File: src/rtl/walker_pkg.sv
package walker_pkg;
  localparam int ADDR_W = 52;

  typedef struct packed {
    logic latchCmd;
    logic latchL1;
    logic latchRd;
    logic selL1;
    logic issue;
    logic setErr;
    logic setInv;
  } walkStrobe_t;

  typedef enum logic [2:0] {
    S_IDLE, S_L1_REQ, S_L1_WAIT, S_ENT_REQ, S_ENT_WAIT, S_DONE
  } walkState_e;

  function automatic logic [4:0] pageLog2(input logic [1:0] code);
    case (code)
      2'd0:    return 5'd12;
      2'd1:    return 5'd14;
      default: return 5'd16;
    endcase
  endfunction
endpackage

File: src/rtl/walker_ctrl.sv
module walker_ctrl
  import walker_pkg::*;
(
  input  logic        clk,
  input  logic        rstN,
  input  logic        start,
  input  logic        indirectIn,
  input  logic        memAck,
  input  logic        memErr,
  input  logic        ptrValid,
  output walkStrobe_t strb,
  output logic        busy,
  output logic        done
);
  walkState_e state, nextState;

  always_ff @(posedge clk) begin
    if (!rstN) state <= S_IDLE;
    else       state <= nextState;
  end

  always_comb begin
    nextState = state;
    strb = '0;
    case (state)
      S_IDLE: if (start) begin
        strb.latchCmd = 1'b1;
        nextState = indirectIn ? S_L1_REQ : S_ENT_REQ;
      end
      S_L1_REQ: begin
        strb.issue = 1'b1;
        strb.selL1 = 1'b1;
        nextState = S_L1_WAIT;
      end
      S_L1_WAIT: if (memAck) begin
        nextState = S_DONE;
        if (memErr) strb.setErr = 1'b1;
        else begin
          strb.latchL1 = 1'b1;
          if (ptrValid) nextState = S_ENT_REQ;
          else strb.setInv = 1'b1;
        end
      end
      S_ENT_REQ: begin
        strb.issue = 1'b1;
        nextState = S_ENT_WAIT;
      end
      S_ENT_WAIT: if (memAck) begin
        nextState = S_DONE;
        if (memErr) strb.setErr = 1'b1;
        else strb.latchRd = 1'b1;
      end
      S_DONE: nextState = S_IDLE;
      default: nextState = S_IDLE;
    endcase
  end

  assign busy = (state != S_IDLE);
  assign done = (state == S_DONE);
endmodule

File: src/rtl/walker_dp.sv
module walker_dp
  import walker_pkg::*;
#(
  parameter int ID_W  = 20,
  parameter int CAP_W = 40
) (
  input  logic              clk,
  input  logic              rstN,
  input  walkStrobe_t       strb,
  input  logic              opWrite,
  input  logic [63:0]       tableWord,
  input  logic [2:0]        entLog2,
  input  logic [ID_W-1:0]   entryId,
  input  logic [63:0]       wrData,
  input  logic [63:0]       memRdata,
  output logic              ptrValid,
  output logic [ADDR_W-1:0] memAddr,
  output logic              memWe,
  output logic [63:0]       memWdata,
  output logic [ADDR_W-1:0] entryAddr,
  output logic [63:0]       rdData,
  output logic              busErr,
  output logic              l1Invalid,
  output logic [CAP_W-1:0]  capacity
);
  localparam int PTR_W = 51;

  logic [63:0]       cfgQ, wrDataQ;
  logic [ID_W-1:0]   idQ;
  logic [2:0]        entQ;
  logic              opQ;
  logic [PTR_W-1:0]  ptrQ;

  // Base decode for the latched word and combinational capacity for the port word
  function automatic logic [ADDR_W-1:0] decodeBase(input logic [63:0] w);
    if (w[9:8] >= 2'd2) return {w[15:12], w[47:16], 16'h0};
    else                return {4'h0, w[47:12], 12'h0};
  endfunction

  logic [4:0] pgLogIn, pgLogQ;
  logic [5:0] capShift;
  assign pgLogIn  = pageLog2(tableWord[9:8]);
  assign capShift = tableWord[62] ? 6'(2 * pgLogIn - 5'd3 - 5'(entLog2))
                                  : 6'(pgLogIn - 5'(entLog2));
  assign capacity = (CAP_W'(tableWord[7:0]) + CAP_W'(1)) << capShift;

  assign pgLogQ = pageLog2(cfgQ[9:8]);

  logic [ADDR_W-1:0] baseQ, l1Addr, flatAddr, l2Addr, idMask;
  assign baseQ    = decodeBase(cfgQ);
  assign l1Addr   = baseQ + ((ADDR_W'(idQ) >> (pgLogQ - 5'd3)) << 3);
  assign flatAddr = baseQ + (ADDR_W'(idQ) << entQ);
  assign idMask   = (ADDR_W'(1) << (pgLogQ - 5'(entQ))) - ADDR_W'(1);
  assign l2Addr   = ADDR_W'(ptrQ) + ((ADDR_W'(idQ) & idMask) << entQ);
  assign entryAddr = cfgQ[62] ? l2Addr : flatAddr;

  assign memAddr  = strb.selL1 ? l1Addr : entryAddr;
  assign memWe    = strb.issue & ~strb.selL1 & opQ;
  assign memWdata = wrDataQ;
  assign ptrValid = memRdata[63];

  always_ff @(posedge clk) begin
    if (!rstN) begin
      cfgQ <= '0; wrDataQ <= '0; idQ <= '0; entQ <= '0; opQ <= 1'b0;
      ptrQ <= '0; rdData <= '0; busErr <= 1'b0; l1Invalid <= 1'b0;
    end else begin
      if (strb.latchCmd) begin
        cfgQ <= tableWord; wrDataQ <= wrData; idQ <= entryId;
        entQ <= entLog2; opQ <= opWrite; ptrQ <= '0;
        rdData <= '0; busErr <= 1'b0; l1Invalid <= 1'b0;
      end
      if (strb.latchL1) ptrQ <= memRdata[PTR_W-1:0];
      if (strb.latchRd && !opQ) rdData <= memRdata;
      if (strb.setErr) busErr <= 1'b1;
      if (strb.setInv) l1Invalid <= 1'b1;
    end
  end
endmodule

File: src/rtl/table_walker.sv
module table_walker
  import walker_pkg::*;
#(
  parameter int ID_W  = 20,
  parameter int CAP_W = 40
) (
  input  logic              clk,
  input  logic              rstN,
  input  logic              start,
  input  logic              opWrite,
  input  logic [63:0]       tableWord,
  input  logic [2:0]        entLog2,
  input  logic [ID_W-1:0]   entryId,
  input  logic [63:0]       wrData,
  output logic              busy,
  output logic              done,
  output logic              busErr,
  output logic              l1Invalid,
  output logic [ADDR_W-1:0] entryAddr,
  output logic [63:0]       rdData,
  output logic [CAP_W-1:0]  capacity,
  output logic              memReq,
  output logic              memWe,
  output logic [ADDR_W-1:0] memAddr,
  output logic [63:0]       memWdata,
  input  logic              memAck,
  input  logic              memErr,
  input  logic [63:0]       memRdata
);
  walkStrobe_t strb;
  logic ptrValid;

  walker_ctrl ctrl (
    .clk, .rstN, .start, .indirectIn(tableWord[62]), .memAck, .memErr,
    .ptrValid, .strb, .busy, .done
  );

  walker_dp #(.ID_W(ID_W), .CAP_W(CAP_W)) dp (
    .clk, .rstN, .strb, .opWrite, .tableWord, .entLog2, .entryId, .wrData,
    .memRdata, .ptrValid, .memAddr, .memWe, .memWdata, .entryAddr, .rdData,
    .busErr, .l1Invalid, .capacity
  );

  assign memReq = strb.issue;
endmodule

File: config.mk
export PLATFORM = sky130hd
export DESIGN_NAME = table_walker
export DESIGN_NICKNAME = d
export VERILOG_FILES = /design/src/rtl/walker_pkg.sv /design/src/rtl/walker_ctrl.sv /design/src/rtl/walker_dp.sv /design/src/rtl/table_walker.sv
export SDC_FILE = /design/constraint.sdc
export NUM_CORES = 1
export LEC_CHECK = 0
export ABC_AREA = 1
export BUFFER_PORTS_ARGS = -buffer_cell sky130_fd_sc_hd__buf_2
export CORE_MARGIN = 3
export CORE_UTILIZATION = 45
export CTS_CLUSTER_DIAMETER = 30
export DETAILED_ROUTE_END_ITERATION = 7
export HOLD_SLACK_MARGIN = 0.05
export PLACE_DENSITY = 0.8
export SLEW_MARGIN = 10
export SYNTH_ARGS = -nofsm -noshare
export SYNTH_HDL_FRONTEND = slang
export SYNTH_SLANG_ARGS = --single-unit
File: constraint.sdc
create_clock -name clk -period 18 [get_ports clk]
set_clock_uncertainty 0.2 [all_clocks]
set_input_delay 3.6 -clock clk [delete_from_list [all_inputs] [get_ports clk]]
set_output_delay 3.6 -clock clk [all_outputs]
set_load 0.01 [all_outputs]
==> impl_results.md <==
* DP Wirelength at 50300 µm
* CP startpoint kind: flip-flop
* Largest delay share family, worst path: simple AND/OR/NAND/NOR gates
* Max-Cap Viols at 0
* Max frequency at 0.0960 GHz
* Largest net degree at the start of global routing at 216
* Average wire per standard cell at 17.4 µm
* Post-synth top cells: 563 x nand2_1, 326 x a21oi_1, 296 x o21ai_0, 294 x inv_1, 283 x nand3_1
* # fillers at around 3800
* R2r startpoint: ctrl.state[2]
* Yosys warns at 0
* VDD IR max at 0.107 mV
* Post-placement cell count at 3690
* Top cell type's share of synthesized area at 0.278
* CP dominant cell by count: nand2_1
* Worst path depth at 34
* Tmin final at 10.42 ns
* DR pass1 iterations at 6
* Synth Net Count at 3107
* Post-synth cell types at between 60 and 70
* Hold_ws at between 0.2 and 0.25 ns
* Setup_tns at 0 ns
* DR vias/cell at 5.43
* Sequential share of the synthesized area at 0.278
* Switching Share at 0.448
* Min-Delay Endpoint: dp.memWdata[47]
* Grt ovf at 0
* Cell with the most instances after synthesis: nand2_1
* Die Width at 205 µm
* Finished Cell Area at 22500 µm²
* Cts bufs inserted at 57
* Pleak at 0.0102 µW
* Clock root buffer: clkbuf_16
* CP endpoint kind: output pin
* HP Start: dp.memWdata[47]
* Final Routed Wirelength at 66200 µm
* Worst-path clk slew at 0.05 ns
* Endpoints failing setup at 0
* Clock net sink count at between 200 and 250
* Sequential share of power at 0.215
* Core area at between 30000 and 40000 µm²
* Starting Density at 0.458
* CP bufs+invs at 7
* First-pass GRT wire length at 101000 µm
* Layout cells sized above 1 at 0.207
* GPL Wtd Cong at 0.976
* Post-Synthesis Cells at around 2800
* Die Ht at ~200 µm
* PostCTS Resize Cnt at 0
* Via count at 20654
* Initial antenna violation count at 12
* Slew Limit Fails at 0
* Psw at between 1500 and 2000 µW
* Residual DRC count at 0
* Worst R2R Setup Slack at 14.53 ns
* Critical path arrival at 6.62 ns
* Final ANT Viol Nets at 0
* Overall Global Routing Usage at 0.301
* Largest area contributor in the netlist: dfxtp_1
* Post-synth EDFFs at 0
* 1st-iter DRT viols at between 1500 and 2000
* Relative slew slack at 0.365
* Clk_lat worst skew at 0.61 ns
* Nets at 3512
* # hold bufs at CTS at 0
* Comb power frac at 0.468
* IO Pins at 499
* P&R area growth vs syn at 26.5%
* Final period utilization at 0.579
* Seq cells post-synth at 247
* CP required at 14.20 ns
* Final Util at 0.580
* Worst r2r path cells at 6
* Slew @ Worst Pin at 0.952 ns
* CTS tree: built
* Post-Layout Cell Count at about 3800
* Post-CTS Setup Repair Bufs at 0
* Critical R2R Capture: dp.cfgQ[34]
* WS Path Type: flip-flop to output pin
* Cell Area, Synth at 17800 µm²
* Top cells by area, synth: dfxtp_1 28%, nand2_1 12%, a21oi_1 9.2%, o21ai_0 8.3%, nand3_1 8.0%
* Outcome: finished clean
* Buffers on Ports at 481
* Clock power frac at 0.317
* Number of H-tree levels at 2
* Syn Area/Cell at 6.30 µm²
* Die ar. at 42000 µm²
* Hold Violations, Final at 0
* Placement Cell Area at 20400 µm²
* Int Power at around 1900 µW
* Slowest Stage Delay on Critical Path at 0.46 ns
* Clk buf depth at 3
* Critical Path Fanout Max at 46
* Critical path's slowest cell: o21ai_0
* Synth Flop Type: dfxtp_1
* RSZ-0062 raised after global routing: false
* Cell Pwr Density at 153 nW/µm²
* Worst hold stages at 2
* Fraction of registers with async set/reset at 0
* Min-delay worst type: flip-flop to flip-flop
* Rows at 72
* Vias in the first global route at around 19000
cell usage in the layout (no fill, tap or decap), drive strengths merged, types with 6 or more instances in the layout:
cell | Yosys | layout
a211oi | 7 | 7
a21o | 9 | 9
a21oi | 327 | 327
a31oi | 14 | 14
buf | 32 | 498
bufinv | 0 | 9
clkbuf | 120 | 66
clkinv | 4 | 21
clkinvlp | 0 | 8
dfxtp | 247 | 247
diode | 0 | 9
ha | 55 | 55
inv | 304 | 308
mux2i | 18 | 18
nand2 | 581 | 581
nand2b | 63 | 63
nand3 | 289 | 289
nand4 | 32 | 32
nor2 | 204 | 204
nor3 | 45 | 45
nor4 | 12 | 12
o21a | 7 | 7
o21ai | 318 | 318
o21bai | 6 | 6
o221ai | 9 | 9
o22ai | 25 | 25
or2 | 14 | 14
xor2 | 49 | 49
tightest hold or removal path: stages, from the launching register on:
cell and delay, ns:
dfxtp_1 0.30, inv_1 0.04, a21oi_1 0.05
stage by stage:
step / total power [µW] / worst slack [ns]
after floorplan: 1790 / 8.47
after global placement: 2320 / 7.71
after detailed placement: 2330 / 7.74
after CTS: 3440 / 7.71
after global routing: 3670 / 6.92
final: 3440 / 7.58
registers in the layout, summed over array words and instances, names as in the netlist:
| register | count |
|---|---|
| dp.idQ | 20 |
| dp.rdData | 64 |
| ctrl.state | 3 |
| dp.ptrQ | 51 |
| dp.memWdata | 64 |
| dp.l1Invalid | 1 |
| dp.entQ | 3 |
| dp.opQ | 1 |
| dp.cfgQ | 39 |
| dp.busErr | 1 |
power by group through the flow:
| stage | logic [µW] | clock network, µW | registers, µW |
|---|---|---|---|
| 6_report | 1610 | 1090 | 741 |
| 5_1_grt | 1780 | 1130 | 752 |
| 4_1_cts | 1590 | 1110 | 738 |
| 3_5_place_dp | 1580 | 0 | 746 |
| 3_3_place_gp | 1580 | 0 | 743 |
| 2_1_floorplan | 1040 | 0 | 745 |
layout make-up:
cell class              instances  area [µm²]  area share
repair buffers                498        2550       0.113
well taps                     518         648      0.0288
clock inverters                38         544      0.0242
flip-flops and latches        247        4940       0.220
diodes                          9        22.5     0.00100
clock buffers                  66        1520      0.0676
multi-input cells            2119       11100       0.494
inverters                     308        1160      0.0515
worst max path at each step:
stage	to	slack, ns	start
after global placement	capacity[39]	7.71	tableWord[9]
final	memAddr[29]	7.58	dp.entQ[1]
after detailed placement	capacity[39]	7.74	tableWord[9]
after CTS	memAddr[32]	7.71	dp.entQ[1]
after floorplan	capacity[23]	8.47	tableWord[9]
after global routing	memAddr[32]	6.92	dp.entQ[1]
cell families (layout without fill, tap and decap cells):
| family | Yosys count | after routing | share of synthesized area |
|---|---|---|---|
| muxes | 18 | 18 | 0.0101 |
| and+or+nand+nor | 1249 | 1249 | 0.321 |
| other | 0 | 9 | 0 |
| buffers and inverters | 460 | 910 | 0.0984 |
| adders and majority gates | 60 | 60 | 0.0443 |
| DFF | 247 | 247 | 0.278 |
| xor gates and xnor gates | 54 | 54 | 0.0266 |
| AOI/OAI and AO/OA | 738 | 738 | 0.222 |
metal layers:
metal / wire length, µm / global-route usage / vias to the layer above
li1: - / - / 10278
met1: 27800 / 0.402 / 9286
met2: 29700 / 0.480 / 945
met3: 6460 / 0.0683 / 139
met4: 2230 / 0.0998 / 6
met5: 42 / 0 / -
Note: power is estimated with default switching activity, not from simulation.
